$ cat src/rtl/tdm_diag_pkg.sv
package tdm_diag_pkg;

  typedef enum logic [1:0] {
    MODE_NORMAL  = 2'b00,
    MODE_ECHO    = 2'b01,
    MODE_LOOP    = 2'b10,
    MODE_ISOLATE = 2'b11
  } diag_mode_e;

  // Transmitter output is routed to the receiver in both loopback modes
  function automatic logic mode_loops_tx(input diag_mode_e m);
    return (m == MODE_LOOP) || (m == MODE_ISOLATE);
  endfunction

  // Grant pin is only honoured in normal operation
  function automatic logic mode_uses_grant(input diag_mode_e m);
    return (m == MODE_NORMAL);
  endfunction

  // Request pin follows the transmitter only when its data reaches the line
  function automatic logic mode_drives_req(input diag_mode_e m);
    return (m == MODE_NORMAL) || (m == MODE_LOOP);
  endfunction

endpackage

$ cat src/rtl/tdm_diag_rst_sync.sv
module tdm_diag_rst_sync #(
  parameter int STAGES = 2
) (
  input  logic clk,
  input  logic rst_n,
  output logic rst_n_sync
);

  logic [STAGES-1:0] sync_q;
  logic [STAGES-1:0] sync_d;

  always_comb begin
    sync_d = {sync_q[STAGES-2:0], 1'b1};
  end

  always_ff @(posedge clk or negedge rst_n) begin
    if (!rst_n) sync_q <= '0;
    else        sync_q <= sync_d;
  end

  assign rst_n_sync = sync_q[STAGES-1];

endmodule

$ cat src/rtl/tdm_diag_mode_reg.sv
module tdm_diag_mode_reg
  import tdm_diag_pkg::*;
(
  input  logic       clk,
  input  logic       rst_n,
  input  logic       load,
  input  diag_mode_e mode_in,
  output diag_mode_e mode_q,
  output diag_mode_e mode_next
);

  always_comb begin
    mode_next = mode_q;
    if (load) mode_next = mode_in;
  end

  always_ff @(posedge clk or negedge rst_n) begin
    if (!rst_n) mode_q <= MODE_NORMAL;
    else        mode_q <= mode_next;
  end

  AST_MODE_LOAD: assert property (@(posedge clk) disable iff (!rst_n)
    load |=> (mode_q == $past(mode_in)));
  AST_MODE_HOLD: assert property (@(posedge clk) disable iff (!rst_n)
    !load |=> $stable(mode_q));

endmodule

$ cat src/rtl/tdm_diag_echo_reg.sv
module tdm_diag_echo_reg #(
  parameter int DATA_W = 1
) (
  input  logic              clk,
  input  logic              rst_n,
  input  logic              en,
  input  logic [DATA_W-1:0] d,
  output logic [DATA_W-1:0] q
);

  logic [DATA_W-1:0] q_next;

  always_comb begin
    q_next = q;
    if (en) q_next = d;
  end

  always_ff @(posedge clk or negedge rst_n) begin
    if (!rst_n) q <= '1;
    else        q <= q_next;
  end

endmodule

$ cat src/rtl/tdm_diag_route.sv
module tdm_diag_route
  import tdm_diag_pkg::*;
#(
  parameter int DATA_W = 1
) (
  input  logic              clk,
  input  logic              rst_n,
  input  diag_mode_e        mode,
  input  logic [DATA_W-1:0] tx_data,
  input  logic              tx_req,
  input  logic [DATA_W-1:0] rxd_pin,
  input  logic [DATA_W-1:0] echo_bit,
  input  logic              grant_pin,
  output logic [DATA_W-1:0] rx_data,
  output logic [DATA_W-1:0] txd_pin,
  output logic              req_pin,
  output logic              tx_grant
);

  localparam logic [DATA_W-1:0] LINE_IDLE = '1;

  always_comb begin
    rx_data  = mode_loops_tx(mode) ? tx_data : rxd_pin;
    req_pin  = mode_drives_req(mode) ? tx_req : 1'b0;
    tx_grant = mode_uses_grant(mode) ? grant_pin : 1'b1;
    unique case (mode)
      MODE_NORMAL:  txd_pin = tx_data;
      MODE_ECHO:    txd_pin = echo_bit;
      MODE_LOOP:    txd_pin = tx_data;
      MODE_ISOLATE: txd_pin = LINE_IDLE;
      default:      txd_pin = LINE_IDLE;
    endcase
  end

  AST_ISO_QUIET: assert property (@(posedge clk) disable iff (!rst_n)
    (mode == MODE_ISOLATE) |-> ((txd_pin == LINE_IDLE) && !req_pin));
  AST_ECHO_NO_REQ: assert property (@(posedge clk) disable iff (!rst_n)
    (mode == MODE_ECHO) |-> !req_pin);
  AST_GRANT_FORCED: assert property (@(posedge clk) disable iff (!rst_n)
    (mode != MODE_NORMAL) |-> tx_grant);
  AST_LOOP_RX: assert property (@(posedge clk) disable iff (!rst_n)
    (mode == MODE_LOOP) |-> ((rx_data == tx_data) && (txd_pin == tx_data)));

endmodule

$ cat src/rtl/tdm_diag_path.sv
module tdm_diag_path
  import tdm_diag_pkg::*;
#(
  parameter int DATA_W      = 1,
  parameter int SYNC_STAGES = 2
) (
  input  logic              clk,
  input  logic              rst_n,
  input  logic              cfg_load,
  input  logic [1:0]        cfg_mode,
  output logic [1:0]        mode_o,
  input  logic [DATA_W-1:0] tx_data_i,
  input  logic              tx_req_i,
  output logic              tx_grant_o,
  output logic [DATA_W-1:0] rx_data_o,
  input  logic [DATA_W-1:0] pin_rxd_i,
  output logic [DATA_W-1:0] pin_txd_o,
  output logic              pin_req_o,
  input  logic              pin_grant_i
);

  logic       rst_n_int;
  diag_mode_e mode_q;
  diag_mode_e mode_next;
  logic       echo_en;
  logic [DATA_W-1:0] echo_q;

  tdm_diag_rst_sync #(.STAGES(SYNC_STAGES)) u_rst_sync (
    .clk        (clk),
    .rst_n      (rst_n),
    .rst_n_sync (rst_n_int)
  );

  tdm_diag_mode_reg u_mode_reg (
    .clk       (clk),
    .rst_n     (rst_n_int),
    .load      (cfg_load),
    .mode_in   (diag_mode_e'(cfg_mode)),
    .mode_q    (mode_q),
    .mode_next (mode_next)
  );

  // Capture only when echo is, or is about to be, the active mode
  assign echo_en = (mode_next == MODE_ECHO);

  tdm_diag_echo_reg #(.DATA_W(DATA_W)) u_echo_reg (
    .clk   (clk),
    .rst_n (rst_n_int),
    .en    (echo_en),
    .d     (pin_rxd_i),
    .q     (echo_q)
  );

  tdm_diag_route #(.DATA_W(DATA_W)) u_route (
    .clk       (clk),
    .rst_n     (rst_n_int),
    .mode      (mode_q),
    .tx_data   (tx_data_i),
    .tx_req    (tx_req_i),
    .rxd_pin   (pin_rxd_i),
    .echo_bit  (echo_q),
    .grant_pin (pin_grant_i),
    .rx_data   (rx_data_o),
    .txd_pin   (pin_txd_o),
    .req_pin   (pin_req_o),
    .tx_grant  (tx_grant_o)
  );

  assign mode_o = mode_q;

  AST_ECHO_DELAY: assert property (@(posedge clk) disable iff (!rst_n_int)
    ((mode_o == 2'b01) && ($past(mode_o) == 2'b01)) |-> (pin_txd_o == $past(pin_rxd_i)));
  AST_NORMAL_PASS: assert property (@(posedge clk) disable iff (!rst_n_int)
    (mode_o == 2'b00) |-> ((pin_txd_o == tx_data_i) && (rx_data_o == pin_rxd_i)
                           && (tx_grant_o == pin_grant_i) && (pin_req_o == tx_req_i)));

  always_comb begin
    if (!rst_n) AST_RESET_MODE: assert (mode_o == 2'b00);
  end

endmodule

$ cat config.mk
export PLATFORM = sky130hd
export DESIGN_NAME = tdm_diag_path
export DESIGN_NICKNAME = d
export VERILOG_FILES = /design/src/rtl/tdm_diag_pkg.sv /design/src/rtl/tdm_diag_rst_sync.sv /design/src/rtl/tdm_diag_mode_reg.sv /design/src/rtl/tdm_diag_echo_reg.sv /design/src/rtl/tdm_diag_route.sv /design/src/rtl/tdm_diag_path.sv
export SDC_FILE = /design/constraint.sdc
export NUM_CORES = 1
export LEC_CHECK = 0
export ABC_AREA = 1
export BUFFER_PORTS_ARGS = -buffer_cell sky130_fd_sc_hd__clkbuf_2
export CORE_AREA = 3 3 40 42
export CTS_CLUSTER_DIAMETER = 80
export CTS_CLUSTER_SIZE = 20
export DETAILED_ROUTE_END_ITERATION = 16
export DIE_AREA = 0 0 43 45
export GPL_TIMING_DRIVEN = 1
export SLEW_MARGIN = 20
export SYNTH_ARGS = -nofsm -noshare
export SYNTH_HDL_FRONTEND = slang
export SYNTH_SLANG_ARGS = --single-unit
$ cat constraint.sdc
create_clock -name clk -period 1 [get_ports clk]
set_clock_uncertainty 0.2 [all_clocks]
set_input_delay 0.15 -clock clk [delete_from_list [all_inputs] [get_ports clk]]
set_output_delay 0.15 -clock clk [all_outputs]
set_load 0.02 [all_outputs]
==> summary.txt <==
Run status
  – Status: complete, but fails checks
  – Failing checks: negative hold slack, negative setup slack

Global route
  – GRT Total Usage: 6.868%
  – Vias in the first global route: roughly 250
  – Total grt overflow: 0
  – First-pass GRT wire length: 890 um
  – Initial antenna violation count: 0
  – Largest net degree at the start of global routing: 7

Clock tree
  – Hold-fix buffers, CTS: 4
  – CTS root buf: clkbuf_4
  – Latest clock arrival within the worst-skew pair: 0.24 ns
  – Total CTS buffers: 3
  – CTS clk-pin slew, worst paths: 0.05 ns
  – H-Tree Depth: 1
  – Clk buf depth: 2
  – CTS sink count: 5
  – CTS tree: done

Yosys
  – Synth warnings: 0
  – Distinct cells, synth: 9
  – Flip-flop and latch count after synthesis: 5
  – Post-synth top area share: between 40% and 50%
  – Post-Syn Area: between 200 and 250 um2
  – Mapped Cells: 30
  – Register area share after synthesis: roughly 56%
  – Largest cells by area after synthesis: dfrtp_1, nand2_1, dfstp_2, inv_1, nor2_1
  – Post-synthesis average cell area: 7.507 um2
  – Cell taking the most area after synthesis: dfrtp_1
  – Net Count, Synth: 39

Route
  – Number of remaining DRC errors: 0
  – Drt wl/cell: 8.159 um
  – Vias/cell: 3.884
  – Total Routed Length: 563 um
  – Number of iterations in the first detailed-routing pass: 4
  – DRT iter0 DRCs: 1
  – Post-DRT Antenna Nets: 0
  – Vias: around 270

Pwr
  – Comb pwr share: 29.5%
  – Clock power share: 33.5%
  – Total power: 0.0006905 W
  – Power Internal: 0.0004934 W
  – Maximum VDD drop: 0.0008356 V
  – Net Switching: just under 0.0002 W
  – Pwr Density: 1422 nW/um2
  – Lkg Pwr: 0.2486 nW
  – Net Sw Frac: 28.55%
  – Sequential Power Share: 37.1%

Worst setup path
  – Setup crit start kind: register
  – CP Capture Type: primary output
  – CP top delay family: flip-flops
  – Max stage delay cell, worst path: dfstp_2
  – Cell Chain, Critical Path: nor2_2, a21oi_4, buf_8
  – Req. time, crit path: 0.65 ns
  – Critical path's largest stage delay: 0.53 ns
  – CP max FO: 2
  – Buf/Inv on CP: 1
  – Crit path kind: reg2out
  – CP Data Arrival Time: about 1.1 ns

Timing
  – Setup TNS Final: -2.125 ns
  – Fmax: 708.7 MHz
  – Final setup vio count: 7
  – Period utilisation layout: 141.1%
  – Final hold vios: 1
  – RSZ-0062 raised after global routing: true
  – Final Max Tran Viols: 0
  – Final worst slack: -0.4110 ns
  – Period minus WS final: 1.411 ns
  – Final hold slack: -0.04317 ns

Die
  – IO Count: 15
  – Starting Density: 17.53%
  – Die area: 1935 um2
  – Die X: around 43 um
  – Die Height: 45 um
  – Num rows: 13
  – Core footprint: around 1300 um2

Finish
  – Fin area: slightly below 500 um2
  – Nets: 64
  – Fraction of layout cells with a size suffix above 1: 64.81%
  – Post-route insts no fill: 69
  – Antenna cells: 0
  – Area grow syn2layout: 115.6%
  – Fillers: approximately 140
  – Finished Core Util: 37.78%

Placed design
  – Area after DPL: 340.3 um2
  – Port Buffers: 14
  – Placed instance count: 59
  – Detailed Place HPWL: between 400 and 500 um
  – GP Congestion: 0.6592

Run
  – Max_cap viols: 0

Worst hold path
  – Tightest Hold Check Type: in2reg
==> logic make-up (layout without fill, tap and decap cells) <==
group / after synthesis / in the layout / share of synthesized area [%]
flip-flops: 5 / 5 / 56.12
buffers and inverters: 5 / 29 / 8.334
AO/OA/AOI/OAI: 1 / 1 / 2.220
AND/OR/NAND/NOR: 18 / 18 / 31.66
other: 1 / 1 / 1.665
==> worst register-to-register path: stages (launching register included) <==
cell     delay [ns]
dfrtp_2        0.48
nand2_1        0.10
nand2_2        0.08
nand2_1        0.06
nand2_1        0.05
nand2_1        0.04
==> metal layers <==
metal  wire [um]  track usage (%)
met1         199            4.412
met3          44            5.976
met4           0            3.614
met5           0                0
met2         319            12.87
==> registers in the layout, indices dropped and copies added, names as in the netlist <==
name,count
u_echo_reg.q,1
u_mode_reg.mode_q,2
u_rst_sync.sync_q,2
==> worst paths after layout <==
| path | from | end | slack (ns) | cells past startpoint |
|---|---|---|---|---|
| worst max-delay path | u_echo_reg.q | pin_txd_o | -0.41 | 3 |
| worst min-delay path | cfg_mode[0] | u_mode_reg.mode_q[0] | -0.04 | 3 |
| worst max register to register | u_mode_reg.mode_q[0] | u_echo_reg.q | -0.08 | 5 |
| worst min register to register | u_rst_sync.sync_q[0] | u_rst_sync.sync_q[1] | 0.15 | 0 |
| max in group asynchronous | u_rst_sync.sync_q[1] | u_echo_reg.q | 0.06 | 1 |
| min in group asynchronous | rst_n | u_rst_sync.sync_q[0] | 0.03 | 2 |
==> placed cells by master (no fill, tap or decap) <==
master,n
clkbuf_2,8
nand2_1,7
nand2_2,6
dlygate4sd3_1,4
nor2_2,3
inv_1,3
clkbuf_4,3
clkbuf_8,3
inv_2,2
buf_6,2
buf_4,2
dfrtp_2,2
dfrtp_1,2
nand3_1,1
nor2_4,1
a21oi_4,1
clkbuf_1,1
buf_8,1
dfstp_2,1
conb_1,1
==> Yosys cell counts <==
cell      n
nor2_1    4
dfrtp_1   4
conb_1    1
nand2_2   1
inv_1     5
nand3_1   1
a21oi_1   1
nand2_1  12
dfstp_2   1
==> power groups by stage <==
stage          Sequential [W]  Combinational, W  Clock (W)
4_1_cts              0.000255          0.000173   0.000244
3_5_place_dp         0.000258          0.000128          0
3_3_place_gp         0.000256          0.000127          0
6_report             0.000256          0.000203   0.000231
5_1_grt              0.000259          0.000222   0.000260
2_1_floorplan        0.000262         0.0000745          0
==> cell type report <==
type / count / area (um2) / area share, %
multi-input cells: 20 / 118.9 / 24.48
clock buffers: 4 / 26.28 / 5.412
inverters: 5 / 18.77 / 3.866
flip-flops and latches: 5 / 128.9 / 26.55
repair buffers: 20 / 173.9 / 35.82
well taps: 15 / 18.77 / 3.866
==> per-stage QoR <==
step | hold WS, ns | setup WS, ns
floorplan | -0.3456 | -0.1118
global placement | -0.2614 | -0.2002
detailed placement | -0.2612 | -0.2085
CTS | -0.05470 | -0.4437
global route | -0.05044 | -0.4545
finish | -0.04317 | -0.4110
==> what timing repair did <==
| item | 4_1_cts | 5_1_grt |
|---|---|---|
| setup endpoints to repair | 8 | 9 |
| buffers inserted | 1 | 1 |
| pin swaps | 2 | 1 |
| gates resized for setup | 10 | 12 |
| endpoints found under the hold margin | 6 | 1 |
Note: power is estimated with default switching activity, not from simulation.
